==> config.mk <==
export PLATFORM = sky130hd
export DESIGN_NAME = dma_level_req_ctrl
export DESIGN_NICKNAME = d
export VERILOG_FILES = /design/src/rtl/dma_req_pkg.sv /design/src/rtl/dma_req_ctrl.sv /design/src/rtl/dma_req_datapath.sv /design/src/rtl/dma_level_req_ctrl.sv
export SDC_FILE = /design/constraint.sdc
export NUM_CORES = 1
export LEC_CHECK = 0
export ABC_AREA = 1
export BUFFER_PORTS_ARGS = -buffer_cell sky130_fd_sc_hd__buf_2
export CAP_MARGIN = 25
export CORE_AREA = 2 2 99 72
export CTS_BUF_LIST = sky130_fd_sc_hd__clkbuf_8
export DETAILED_ROUTE_END_ITERATION = 12
export DIE_AREA = 0 0 101 74
export HOLD_SLACK_MARGIN = 0.02
export PLACE_DENSITY = 0.95
export RECOVER_POWER = 25
export SYNTH_ARGS = -nofsm -noshare
export SYNTH_HDL_FRONTEND = slang
export SYNTH_SLANG_ARGS = --single-unit
==> constraint.sdc <==
create_clock -name clk -period 3.7 [get_ports clk]
set_input_delay 0.925 -clock clk [delete_from_list [all_inputs] [get_ports clk]]
set_output_delay 0.925 -clock clk [all_outputs]
set_load 0.005 [all_outputs]
==> src/rtl/dma_req_pkg.sv <==
package dma_req_pkg;

  typedef enum logic [2:0] {
    ST_IDLE,
    ST_ARB,
    ST_READ,
    ST_WRITE,
    ST_HOLD
  } ctrlState_t;

  typedef struct packed {
    logic captureRd;
    logic advance;
  } dpStrobe_t;

endpackage

==> src/rtl/dma_req_ctrl.sv <==
module dma_req_ctrl
  import dma_req_pkg::*;
#(
  parameter int SYNC_STAGES = 2,
  parameter int ARB_CYCLES  = 2
) (
  input  logic      clk,
  input  logic      rstN,
  input  logic      reqN,
  input  logic      enableQ,
  input  logic      extDelayQ,
  input  logic      rdDone,
  input  logic      wrDone,
  output logic      rdStrobe,
  output logic      wrStrobe,
  output dpStrobe_t dpCtl
);

  localparam int ARB_W = $clog2(ARB_CYCLES + 1);

  ctrlState_t               state;
  logic                     pending;
  logic [ARB_W-1:0]         arbCnt;
  logic [SYNC_STAGES-1:0]   syncQ;
  logic                     reqLow;

  // request synchronizer
  always_ff @(posedge clk) begin
    if (!rstN) syncQ <= '1;
    else       syncQ <= {syncQ[SYNC_STAGES-2:0], reqN};
  end
  assign reqLow = !syncQ[SYNC_STAGES-1];

  always_ff @(posedge clk) begin
    if (!rstN) begin
      state   <= ST_IDLE;
      pending <= 1'b0;
      arbCnt  <= '0;
    end else begin
      case (state)
        ST_IDLE: begin
          if (!enableQ) begin
            pending <= 1'b0;
          end else if (pending) begin
            pending <= 1'b0;
            state   <= ST_ARB;
            arbCnt  <= ARB_W'(ARB_CYCLES - 1);
          end else if (reqLow) begin
            pending <= 1'b1;
          end
        end
        ST_ARB: begin
          if (arbCnt == '0) state <= ST_READ;
          else              arbCnt <= arbCnt - 1'b1;
        end
        ST_READ:  if (rdDone) state <= ST_WRITE;
        ST_WRITE: if (wrDone) state <= extDelayQ ? ST_HOLD : ST_IDLE;
        ST_HOLD:  state <= ST_IDLE;
        default:  state <= ST_IDLE;
      endcase
    end
  end

  assign rdStrobe        = (state == ST_READ);
  assign wrStrobe        = (state == ST_WRITE);
  assign dpCtl.captureRd = rdStrobe && rdDone;
  assign dpCtl.advance   = wrStrobe && wrDone;

  // age of the held request, for the latency check
  logic       pendPrev;
  logic [3:0] heldAge;
  always_ff @(posedge clk) begin
    if (!rstN) begin
      pendPrev <= 1'b0;
      heldAge  <= '0;
    end else begin
      pendPrev <= pending;
      if (pending && !pendPrev) heldAge <= 4'd1;
      else if (heldAge != 4'hF) heldAge <= heldAge + 4'd1;
    end
  end

  AST_STROBE_EXCL: assert property (@(posedge clk) disable iff (!rstN)
    !(rdStrobe && wrStrobe));
  AST_WRITE_FOLLOWS_READ: assert property (@(posedge clk) disable iff (!rstN)
    $rose(wrStrobe) |-> $past(rdStrobe) && $past(rdDone));
  AST_RD_HOLD: assert property (@(posedge clk) disable iff (!rstN)
    (rdStrobe && !rdDone) |=> rdStrobe);
  AST_NO_PEND_MASKED: assert property (@(posedge clk) disable iff (!rstN)
    (state != ST_IDLE) |-> !pending);
  AST_PEND_CLEAR: assert property (@(posedge clk) disable iff (!rstN)
    $rose(state == ST_ARB) |-> !pending);
  AST_ARB_LATENCY: assert property (@(posedge clk) disable iff (!rstN)
    $rose(rdStrobe) |-> heldAge >= 4'd3);

endmodule

==> src/rtl/dma_req_datapath.sv <==
module dma_req_datapath
  import dma_req_pkg::*;
#(
  parameter int CNT_W  = 8,
  parameter int ADDR_W = 16,
  parameter int DATA_W = 16
) (
  input  logic              clk,
  input  logic              rstN,
  input  logic              cfgWrEn,
  input  logic              cfgEnable,
  input  logic              cfgExtDelay,
  input  logic [CNT_W-1:0]  cfgCount,
  input  logic [ADDR_W-1:0] cfgSrcBase,
  input  logic [ADDR_W-1:0] cfgDstBase,
  input  dpStrobe_t         dpCtl,
  input  logic [DATA_W-1:0] rdData,
  output logic              enableQ,
  output logic              extDelayQ,
  output logic [ADDR_W-1:0] rdAddr,
  output logic [ADDR_W-1:0] wrAddr,
  output logic [DATA_W-1:0] wrData,
  output logic              xferDone
);

  logic [CNT_W-1:0]  countQ;
  logic [ADDR_W-1:0] srcQ;
  logic [ADDR_W-1:0] dstQ;
  logic [DATA_W-1:0] dataQ;
  logic              doneQ;
  logic              lastXfer;

  assign lastXfer = (countQ == CNT_W'(1));

  always_ff @(posedge clk) begin
    if (!rstN) begin
      enableQ   <= 1'b0;
      extDelayQ <= 1'b0;
      countQ    <= '0;
      srcQ      <= '0;
      dstQ      <= '0;
      dataQ     <= '0;
      doneQ     <= 1'b0;
    end else begin
      doneQ <= 1'b0;
      if (cfgWrEn) begin
        enableQ   <= cfgEnable && (cfgCount != '0);
        extDelayQ <= cfgExtDelay;
        countQ    <= cfgCount;
        srcQ      <= cfgSrcBase;
        dstQ      <= cfgDstBase;
      end else if (dpCtl.advance) begin
        if (countQ != '0) countQ <= countQ - 1'b1;
        srcQ <= srcQ + 1'b1;
        dstQ <= dstQ + 1'b1;
        if (lastXfer) begin
          enableQ <= 1'b0;
          doneQ   <= 1'b1;
        end
      end
      if (dpCtl.captureRd) dataQ <= rdData;
    end
  end

  assign rdAddr   = srcQ;
  assign wrAddr   = dstQ;
  assign wrData   = dataQ;
  assign xferDone = doneQ;

  AST_DONE_PULSE: assert property (@(posedge clk) disable iff (!rstN)
    xferDone |=> !xferDone);
  AST_DONE_DISABLES: assert property (@(posedge clk) disable iff (!rstN)
    xferDone |-> (!enableQ || $past(cfgWrEn)));

endmodule

==> src/rtl/dma_level_req_ctrl.sv <==
module dma_level_req_ctrl
  import dma_req_pkg::*;
#(
  parameter int CNT_W       = 8,
  parameter int ADDR_W      = 16,
  parameter int DATA_W      = 16,
  parameter int SYNC_STAGES = 2,
  parameter int ARB_CYCLES  = 2
) (
  input  logic              clk,
  input  logic              rstN,
  input  logic              cfgWrEn,
  input  logic              cfgEnable,
  input  logic              cfgExtDelay,
  input  logic [CNT_W-1:0]  cfgCount,
  input  logic [ADDR_W-1:0] cfgSrcBase,
  input  logic [ADDR_W-1:0] cfgDstBase,
  input  logic              reqN,
  output logic              rdStrobe,
  output logic [ADDR_W-1:0] rdAddr,
  input  logic              rdDone,
  input  logic [DATA_W-1:0] rdData,
  output logic              wrStrobe,
  output logic [ADDR_W-1:0] wrAddr,
  output logic [DATA_W-1:0] wrData,
  input  logic              wrDone,
  output logic              xferDone
);

  dpStrobe_t dpCtl;
  logic      enableQ;
  logic      extDelayQ;

  dma_req_ctrl #(
    .SYNC_STAGES(SYNC_STAGES),
    .ARB_CYCLES (ARB_CYCLES)
  ) uCtrl (
    .clk      (clk),
    .rstN     (rstN),
    .reqN     (reqN),
    .enableQ  (enableQ),
    .extDelayQ(extDelayQ),
    .rdDone   (rdDone),
    .wrDone   (wrDone),
    .rdStrobe (rdStrobe),
    .wrStrobe (wrStrobe),
    .dpCtl    (dpCtl)
  );

  dma_req_datapath #(
    .CNT_W (CNT_W),
    .ADDR_W(ADDR_W),
    .DATA_W(DATA_W)
  ) uDp (
    .clk        (clk),
    .rstN       (rstN),
    .cfgWrEn    (cfgWrEn),
    .cfgEnable  (cfgEnable),
    .cfgExtDelay(cfgExtDelay),
    .cfgCount   (cfgCount),
    .cfgSrcBase (cfgSrcBase),
    .cfgDstBase (cfgDstBase),
    .dpCtl      (dpCtl),
    .rdData     (rdData),
    .enableQ    (enableQ),
    .extDelayQ  (extDelayQ),
    .rdAddr     (rdAddr),
    .wrAddr     (wrAddr),
    .wrData     (wrData),
    .xferDone   (xferDone)
  );

endmodule

==> Word-level counts from Yosys, hierarchy flattened <==
Cells that the tools add are included.
{ "word_totals": {"elab_cells": 68, "reg_bits": 67, "in_bits": 64} }
{ "classes": {"n_reduce_logical": 16, "add_sub_neg": 4, "n_bitwise": 2, "eq_ne": 10, "n_mux": 25} }
{ "ops": {"columns": ["operator", "count"], "rows": [
  ["$mux 16", 4],
  ["$add 16x1->16 const B", 2],
  ["$mux 8", 3],
  ["$mux 3", 6],
  ["$reduce_bool 8->1", 2],
  ["$pmux 3 s4", 1],
  ["$eq 8x1->1 const B", 1],
  ["$reduce_bool 2->1", 4],
  ["$sub 8x1->8 const B", 1],
  ["$mux 1", 7],
  ["$eq 3x2->1 const B", 2],
  ["$mux 2", 3],
  ["$ne 2x1->1 const B", 3],
  ["$ne 2x2->1 const B", 3],
  ["$reduce_and 5->1", 1],
  ["$pmux 2 s2", 1],
  ["$reduce_and 2->1", 2],
  ["$reduce_and 4->1", 1],
  ["$eq 3x1->1 const B", 1],
  ["$logic_and 1x1->1", 3],
  ["$logic_not 3->1", 1],
  ["$reduce_or 3->1", 1],
  ["$logic_not 2->1", 1],
  ["$not 1->1", 2],
  ["$sub 2x1->2 const B", 1]
]} }

==> Logic depth before layout (Yosys ltp) <==
Gate-level depths: netlist of the first run.
{ "depth": {"ltp_word": 4, "depth_mapped": 11, "depth_no_buf": 11} }

==> Hierarchy <==
From an unflattened synthesis of the first run, not the netlist that was laid out.
{ "hier_totals": {"cells_unflattened": 520, "area_unflattened_um2": 3651.0} }
{ "modules_own_cells": {"columns": ["mod", "area_per_inst_um2", "seq_area_each_um2", "cells_each", "instances"], "rows": [
  ["dma_req_datapath", 3213.1, 1181.1, 459, 1],
  ["dma_req_ctrl", 437.9, 160.2, 61, 1]
]} }

==> Worst setup path before layout of the first run <==
No wires, ideal clock.
{ "synth_timing": {"kind": "input -> register", "from": "input cfgWrEn", "to": "register uDp.srcQ[4] (netlist: uDp.rdAddr[4])", "path_slack_ps": 1791, "n_path_buf": 3, "required_time_ps": 3578, "setup_time_ps": 122, "arrival_time_ps": 1787, "cell_stages": 10, "path_cell_list": "buf_2 -> inv_1 -> nand2_4 -> buf_6 -> inv_4 -> buf_6 -> nand2_1 -> nand2_1 -> nand2_1 -> o21ai_0"} }
{ "synth_between": {"elab_chain_cells": 1, "word_cells_on_any_way": 2, "cone_classes": "mux: 1; reduce/logical: 1"} }
{ "synth_lines": {"columns": ["element", "line", "text"], "rows": [
  ["from (decl)", "dma_level_req_ctrl.sv:12", "input logic cfgWrEn,"],
  ["$mux 16 or $reduce_bool 2->1 (tied branches)", null, null],
  ["to (signal assigned)", "dma_req_datapath.sv:50", "srcQ <= cfgSrcBase;"],
  ["to (signal assigned)", "dma_req_datapath.sv:54", "srcQ <= srcQ + 1'b1;"],
  ["to (decl)", "dma_req_datapath.sv:27", "logic [ADDR_W-1:0] srcQ;"]
]} }
Parallel ways exist; a longest one is shown, timed or not.
A chain may end at the register's enable or synchronous reset.

==> Worst setup path in the final report of the first run <==
{ "layout_timing": {"from": "input cfgWrEn", "to": "register uDp.countQ[5]"} }
{ "layout_between": {"elab_chain_cells": 2, "word_cells_on_any_way": 4, "cone_classes": "mux: 1; reduce/logical: 3"} }
{ "layout_lines": {"columns": ["element", "line", "text"], "rows": [
  ["$reduce_bool 2->1 (no line)", null, null],
  ["$reduce_and 2->1 (no line)", null, null],
  ["to (signal assigned)", "dma_req_datapath.sv:49", "countQ <= cfgCount;"],
  ["to (signal assigned)", "dma_req_datapath.sv:53", "if (countQ != '0) countQ <= countQ - 1'b1;"],
  ["to (decl)", "dma_req_datapath.sv:26", "logic [CNT_W-1:0] countQ;"]
]} }
Parallel ways exist; a longest one is shown, timed or not.

==> results by stage, run 1 <==
Route:
- For this block, the via count after detailed routing is 4105.
- The number of design-rule violations left by the first detailed-router iteration is 323.
- In the routed layout, each cell is associated on average with a via count of 5.525.
- The pre-antenna-repair detailed-routing pass consisted of 5 iterations.
- In this run the remaining antenna-violating nets after routing total 0.
- The detailed-route wire length per cell is 13.65 um.
- The number of DRC violations after detailed routing is 0.
- The sum of routed wire length over all layers is 10150 um.

CTS:
- The H-tree generated during clock tree synthesis spans 3 levels.
- The later-pin clock latency in the skew report is 0.36 ns.
- Counting the buffers created by CTS gives 9.
- For this design, the sink count on the clock tree is 67.
- The register clock-pin slew on the reported worst setup and hold paths is 0.08 ns.
- The clock passes through at most 2 buffers.
- The number of hold buffers added after CTS is 0.
- TritonCTS built the clock tree.
- The quantity of gates resized following cts is 0.
- The root buffer selected by CTS is sky130_fd_sc_hd__clkbuf_8.
- The number of setup buffers added after CTS is 0.

Power and ir drop:
- The maximum ir drop on the vdd rail is 0.2236 mV.
- In this run the power density over the cells is 452.3 nW/um^2.
- The power consumption is 0.001977 W.
- The static power due to leakage is 2.005 nW.

Global routing:
- The number of global-route vias before repair is 3639.
- The wire length of the first global-routing pass is 16150 um.
- Global routing consumed, over all layers together, 27.25% of the routing resources.
- The pin count of the biggest net entering global routing is 32.
- The total overflow left after global routing is 0.
- The number of antenna violations at the first check in global routing is 0.

Yosys:
- Yosys attributes the largest share of cell area to sky130_fd_sc_hd__dfxtp_1, sky130_fd_sc_hd__nand2_1, sky130_fd_sc_hd__nand3_1.
- The total number of yosys warnings is 0.
- Sequential elements use 37.21% of the synthesized area.
- The netlist uses 35 different library cells.
- The largest family of logic cells by synthesized area is simple AND/OR/NAND/NOR gates.
- Counting every instance in the synthesized netlist gives 551.
- The commonest register cell after synthesis is sky130_fd_sc_hd__dfxtp_1.
- Summing the areas of all and, or, nand and nor instances in the mapped netlist gives 33.25% of the synthesized area.
- After Yosys synthesis, XOR and XNOR cells account for 1.458% of the synthesized area.
- The synthesized net count is 621.
- The area share of the largest cell type after synthesis is 37.21%.
- The adder-cell area share of the yosys netlist is 2.083%.
- The register bit count reported by yosys is 67.
- The biggest area contributor in the post-synthesis netlist is sky130_fd_sc_hd__dfxtp_1.
- In this run, synthesis inferred 0 flip-flops with an integrated enable.
- The synthesized-area fraction occupied by ao, oa, aoi and oai cells is 16.49%.
- Of the post-synthesis cell area, the part taken by muxes is 0%.
- The netlist area before placement is 3605 sq um.
- Counting flops with an async set or reset pin after synthesis yields a share of 0%.
- The post-synthesis average cell area is 6.542 sq um.

Die:
- The initialized floorplan defines 25 standard-cell rows.
- The die area is 7474 sq um.
- The initial core utilization is 54.88%.
- From bottom edge to top edge, the die measures 74 um.
- The area of the placeable core is 6569 sq um.
- The die is 101 um wide.
- The count of pins on the block boundary is 115.

Worst setup path:
- The worst register-to-register path ends at uDp.rdAddr[15].
- The setup slack of the most critical reg-to-reg path is 1.81 ns.
- The required time at the worst-slack endpoint is 3.91 ns.
- In this run the critical register-to-register path is launched from uCtrl.state[0].
- Data arrives at the worst endpoint at 2.97 ns.
- The critical path start-end classification is primary input to register.
- STA classifies the critical path endpoint as a register.
- Counting cells, the worst reg-to-reg path comes to 6.
- The peak fanout along the critical path is 31.
- The launching element type of the critical path is a primary input.

Placed design:
- After detailed placement, the total cell area comes to 4192 sq um.
- Buffers placed on the I/O ports in this run total 114.
- Routability-driven placement finished with a final weighted congestion of 0.9207.
- Summed over all nets, the half-perimeter wirelength after detailed placement is 7387 um.

Cells and area:
- The most frequent standard cell in the layout excluding fill and tap cells is sky130_fd_sc_hd__nand2_1.
- Leaving out fill and tap cells, the most frequent cells in the layout are sky130_fd_sc_hd__nand2_1, sky130_fd_sc_hd__buf_2, sky130_fd_sc_hd__dfxtp_1.
- The share of post-route cells with drive strength above 1 is 20.09%.
- The layout overhead on the synthesized area is 21.24%.
- For this run, the post-layout net count is 727.
- The number of antenna diodes in the final layout is 0.
- The finished cells cover 4370 sq um.

STA:
- In the final timing run, aggregate negative setup slack is 0 ns.
- Dividing the final minimum period by the clock period gives 74.63%.
- The clock arrives with 0.008524 ns of skew.
- Setup violations remaining at the end of the flow were counted as 0.
- For the pin with the worst max-slew slack, the measured transition is 1.256 ns.
- Derived from the worst setup path, the maximum achievable clock frequency is 362.1 MHz.
- The max-slew violation count came to 0.
- In this run the tightest slew margin relative to its limit is 16.25%.
- Setup repair after global routing left no endpoint under its margin.
- The hold violation count in the final report came to 0.
- The shortest period the worst path allows is 2.761 ns.

Hold path:
- Counting instances, the worst hold path has a depth of 1.
- The startpoint identified for the worst hold timing path is uCtrl.syncQ[0].
- The endpoint of the worst hold-timing path is uCtrl.syncQ[1].
- The worst min-delay path category is register to register.

Outcome:
- The run finished with clean final reports.

Flow run:
- The number of max-cap violations is 0.
[critical path, cell delays in order]
cell	delay (ns)
sky130_fd_sc_hd__clkbuf_1	0.90
sky130_fd_sc_hd__inv_1	0.10
sky130_fd_sc_hd__buf_4	0.27
sky130_fd_sc_hd__nand2_4	0.23
sky130_fd_sc_hd__nand2_2	0.16
sky130_fd_sc_hd__inv_2	0.16
sky130_fd_sc_hd__nand2_1	0.09
sky130_fd_sc_hd__nand2_1	0.08
sky130_fd_sc_hd__a21oi_1	0.06
[through the flow]
step	std cells	utilization, %	setup WS, ns	hold WS [ns]
6_report	743	66.53	0.9386	0.4401
5_1_grt	743	66.53	0.6667	0.4473
4_1_cts	743	66.90	1.345	0.4359
3_5_place_dp	727	63.81	1.111	0.4135
3_3_place_gp	727	63.81	1.203	0.3967
2_1_floorplan	551	-	1.791	0.3925
[sequential cells by signal, indices dropped and copies added (netlist names)]
| signal | cells |
|---|---|
| uCtrl.syncQ | 2 |
| uCtrl.state | 3 |
| uDp.enableQ | 1 |
| uDp.wrAddr | 16 |
| uDp.wrData | 16 |
| uDp.countQ | 8 |
| uDp.xferDone | 1 |
| uCtrl.arbCnt | 2 |
| uDp.rdAddr | 16 |
| uCtrl.pending | 1 |
| uDp.extDelayQ | 1 |
[cell type report]
cell class              instances  area [sq um]
clock buffers                   9         123.9
multi-input cells             401          1921
inverters                      60         227.7
flip-flops and latches         67          1341
fillers                       573          2198
well taps                      81         101.3
repair buffers                118         576.8
clock inverters                 7         78.83
[power breakdown]
group,switching (W),internal (W),leakage [nW]
clock network,0.000310,0.000314,0.0916
registers,0.0000707,0.000798,0.550
logic,0.000310,0.000174,1.36
[worst max-delay path by stage]
stage                               from             to  slack (ns)  depth (start not counted)
after floorplan                  cfgWrEn  uDp.rdAddr[4]        1.79                         10
final                            cfgWrEn  uDp.countQ[5]        0.94                          9
after detailed placement         cfgWrEn  uDp.countQ[5]        1.11                          9
after CTS                 uCtrl.state[0]       rdStrobe        1.34                          4
after global routing             cfgWrEn  uDp.countQ[7]        0.67                         10
after global placement           cfgWrEn  uDp.countQ[5]        1.20                          9
[synth_stat cells (2+ instances only)]
master / count
sky130_fd_sc_hd__nor2_2: 2
sky130_fd_sc_hd__inv_1: 57
sky130_fd_sc_hd__buf_2: 7
sky130_fd_sc_hd__a21oi_2: 2
sky130_fd_sc_hd__nor2_4: 2
sky130_fd_sc_hd__o21ai_0: 49
sky130_fd_sc_hd__nand4_1: 10
sky130_fd_sc_hd__nor3_1: 6
sky130_fd_sc_hd__nand3_1: 51
sky130_fd_sc_hd__xor2_1: 6
sky130_fd_sc_hd__nand2_1: 145
sky130_fd_sc_hd__a211oi_1: 2
sky130_fd_sc_hd__clkbuf_1: 11
sky130_fd_sc_hd__dfxtp_1: 67
sky130_fd_sc_hd__buf_6: 2
sky130_fd_sc_hd__o21bai_1: 2
sky130_fd_sc_hd__a21oi_1: 40
sky130_fd_sc_hd__inv_2: 2
sky130_fd_sc_hd__ha_1: 6
sky130_fd_sc_hd__o211ai_1: 3
sky130_fd_sc_hd__nor2_1: 57
sky130_fd_sc_hd__nand2_2: 2
sky130_fd_sc_hd__a31oi_1: 7
sky130_fd_sc_hd__or2_2: 2
[metal layers]
layer,wire (um),GRT usage [%],vias to the layer above
met2,4784,44.74,208
met5,0,0,-
li1,-,-,2007
met1,4245,35.02,1860
met4,229,11.86,0
met3,885,6.297,30
[cells by family after synthesis]
| logic type | Yosys count |
|---|---|
| AND/OR/NAND/NOR | 279 |
| AO/OA/AOI/OAI | 110 |
| buffers and inverters | 83 |
| flip-flops | 67 |
| XOR/XNOR | 6 |
| adder cells (fa/ha/maj) | 6 |
No activity file was read; power rests on OpenSTA's default activity.
==> run 2: changes to the inputs <==
CORE_AREA = 2 2 102 74   (was 2 2 99 72)
DIE_AREA = 0 0 104 76   (was 0 0 101 74)
PLACE_DENSITY = 0.92   (was 0.95)
clock period = 2.8 ns   (was 3.7 ns; I/O delays follow)
==> run 2 against run 1 <==
Compared with the run above: via count rose by 0.37%; sequential share of layout area fell by 0.55 points; clock-buffer cell count rose by 1; global-route usage fell by 0.67 points; hold slack got worse by 0.013 ns; final cell count rose by 2.6%; design area rose by 1.8%; first-iteration DRC count fell by 5.9%; core utilization fell by 3.2 points; critical endpoint is now rdStrobe; die area rose by 5.8%; wire length rose by 4.8%; register-to-register slack got worse by 0.93 ns.
==> results by stage, run 2 (synthesized netlist as in run 1, its figures left out) <==
Outcome:
- The run finished with clean final reports.

Power and ir drop:
- The maximum ir drop on the vdd rail is 0.3072 mV (+37%).
- The internal cell power is 0.001905 W (+48%).
- The clock share of power came to 35.7% (+4.1 points).
- The net load switching power was 0.0008947 W (+30%).
- The sequential power share is 41.1% (-2.8 points).
- The power density over cell area came to 629.1 nW/um^2 (+39%).
- The power share of the combinational group came to 23.1% (-1.4 points).
- The static power due to leakage is 2.059 nW (+2.7%).
- The power consumption is 0.002800 W (+42%).
- The share of total power consumed by net switching is 31.96% (-3.0 points).

CTS:
- The quantity of gates resized following cts is 0 (unchanged).
- TritonCTS built the clock tree.
- The CTS H-tree depth is 3 (unchanged).
- The later-pin clock latency in the skew report is 0.35 ns (about the same).
- The root buffer cell chosen for the clock tree is sky130_fd_sc_hd__clkbuf_8.
- The number of hold buffers added after CTS is 0 (unchanged).
- The maximum clock insertion buffer count was 2 (unchanged).
- The buffer count from post-CTS setup fixing was 0 (unchanged).
- The clock buffer count from CTS was 9 (unchanged).
- The total clock sinks was 67 (unchanged).
- The register clock-pin slew on the reported worst setup and hold paths came to 0.07 ns (about the same).

STA:
- The sum of negative setup slack came to 0 ns (unchanged).
- The worst relative slew slack is 50.43% (+34 points).
- The worst hold slack across all endpoints is 0.4273 ns (-0.01283 ns).
- The hold violation count in the final report is 0 (unchanged).
- The max-slew violation count is 0 (unchanged).
- The share of the clock period used by the worst path is 70.13%.
- The shortest period the worst path allows is 1.964 ns.
- The count of final setup violators came to 0 (unchanged).
- The worst clock skew is 0.007643 ns (-0.0008806 ns).
- The highest clock rate is 509.3 MHz.
- The worst-margin pin slew is 0.7435 ns (-0.5128 ns).
- Setup repair after global routing left no endpoint under its margin.

Die:
- The number of placement rows is 26 (+4.0%).
- The die area is 7904 sq um (+5.8%).
- The die width is 104 um (+3.0%).
- The initial core utilization is 51.30% (-3.6 points).
- The vertical extent of the die is 76 um (+2.7%).
- The area of the placeable core is 7027 sq um (+7.0%).
- The count of pins on the block boundary was 115 (unchanged).

Worst setup path:
- The required time at the worst-slack endpoint is 2.10 ns (-1.81 ns).
- The sort of element at the end of the critical path is an output pin.
- The stage delay of the slowest cell on the critical path was 0.50 ns (-0.40 ns).
- The kind of cell with the highest combined delay on the critical path is flip-flops.
- The setup path with the least slack is of type register to output pin.
- The data arrival time of the critical path is 1.26 ns (-1.71 ns).
- The peak fanout along the critical path is 7 (-77%).
- The largest individual stage delay along the critical path comes from the cell sky130_fd_sc_hd__dfxtp_1.
- The critical path goes through nor2_1 -> nand2_1 -> inv_2 -> buf_2.
- The worst path buffer plus inverter count is 2 (-2).
- STA classifies the critical path startpoint as a register.

Route:
- The number of vias per cell after detailed routing is 5.407 (-2.1%).
- The number of design-rule violations left by the first detailed-router iteration came to 304 (-5.9%).
- The final antenna-violating net count came to 0 (unchanged).
- The detailed-route wire length per cell is 13.95 um (+2.1%).
- The number of optimization iterations in the first detailed-route pass came to 5 (unchanged).
- The sum of routed wire length over all layers is 10630 um (+4.8%).
- The number of DRC violations after detailed routing is 0 (unchanged).
- The via count is 4120 (+0.37%).

Global routing:
- The number of antenna violations at the first check in global routing came to 0 (unchanged).
- The number of global-route vias before repair came to 3640 (+0.027%).
- The final global-route overflow total was 0 (unchanged).
- The wire length of the first global-routing pass was 17200 um (+6.5%).
- The overall fraction of global-route tracks in use is 26.59% (-0.67 points).
- The pin count of the biggest net entering global routing is 33 (+3.1%).

Placed design:
- The global placement routability congestion was 0.8957 (-2.7%).
- The final HPWL from detailed placement is 7547 um (+2.2%).
- The quantity of I/O buffers inserted on ports is 114 (unchanged).

Flow run:
- The number of max-cap violations is 0 (unchanged).

Cells and area:
- From synthesis to final layout, the design area changed by 23.46%.
- The library cell used most frequently in the layout, excluding fill and tap cells, is sky130_fd_sc_hd__nand2_1.
- The top cell types in the final layout, fill and taps aside, are sky130_fd_sc_hd__nand2_1, sky130_fd_sc_hd__buf_2, sky130_fd_sc_hd__dfxtp_1.
- The post-layout net count is 729 (+0.28%).
- The share of post-route cells with drive strength above 1 is 20.48% (+0.39 points).
- The number of diodes came to 0 (unchanged).

Hold path:
- The worst min-delay path category is register to register.
## run 2: cell types whose count changed in the layout (fill, tap and decap cells not counted), sizes merged
cell      previous run  this run
clkinv               3         0
bufinv               1         3
clkbuf              26        23
inv                 60        62
clkinvlp             3         1
buf                101       107
## run 2: power groups by stage
stage | registers [W] | logic [W] | clock network, W
after floorplan | 0.00115 | 0.000441 | 0
after global placement | 0.00116 | 0.000610 | 0
after detailed placement | 0.00117 | 0.000635 | 0
after CTS | 0.00115 | 0.000642 | 0.00101
after global routing | 0.00116 | 0.000738 | 0.00106
final | 0.00115 | 0.000648 | 0.00100
## run 2: worst paths after layout
| kind | start | endpoint | slack, ns | cells after the start |
|---|---|---|---|---|
| setup / recovery | uCtrl.state[0] | rdStrobe | 0.84 | 4 |
| hold / removal | uCtrl.syncQ[0] | uCtrl.syncQ[1] | 0.43 | 1 |
| setup reg to reg | uCtrl.state[0] | uDp.rdAddr[14] | 0.88 | 6 |
| hold reg to reg | uCtrl.syncQ[0] | uCtrl.syncQ[1] | 0.43 | 1 |
## run 2: cell type report
class	count	area, sq um
well taps	98	122.6
inverters	60	227.7
flip-flops and latches	67	1341
clock buffers	10	137.6
fillers	641	2576
multi-input cells	401	1921
repair buffers	120	595.6
clock inverters	6	105.1
## run 2: stage by stage
stage	setup slack [ns]	std cells	util [%]	area, sq um
6_report	0.8364	762	63.34	4451
5_1_grt	0.7186	762	63.34	4451
3_5_place_dp	0.5603	746	60.17	4228
2_1_floorplan	1.116	551	-	3605
4_1_cts	0.8636	762	63.62	4471
3_3_place_gp	0.6098	746	60.17	4228
## run 2: metal layers
layer	share of wire [%]	global-route usage (%)	wire (um)	vias up
met4	1.7	8.108	180	0
li1	-	-	-	2012
met3	7.4	7.613	788	22
met5	0	0	0	-
met1	42	32.98	4492	1898
met2	49	45.00	5167	188
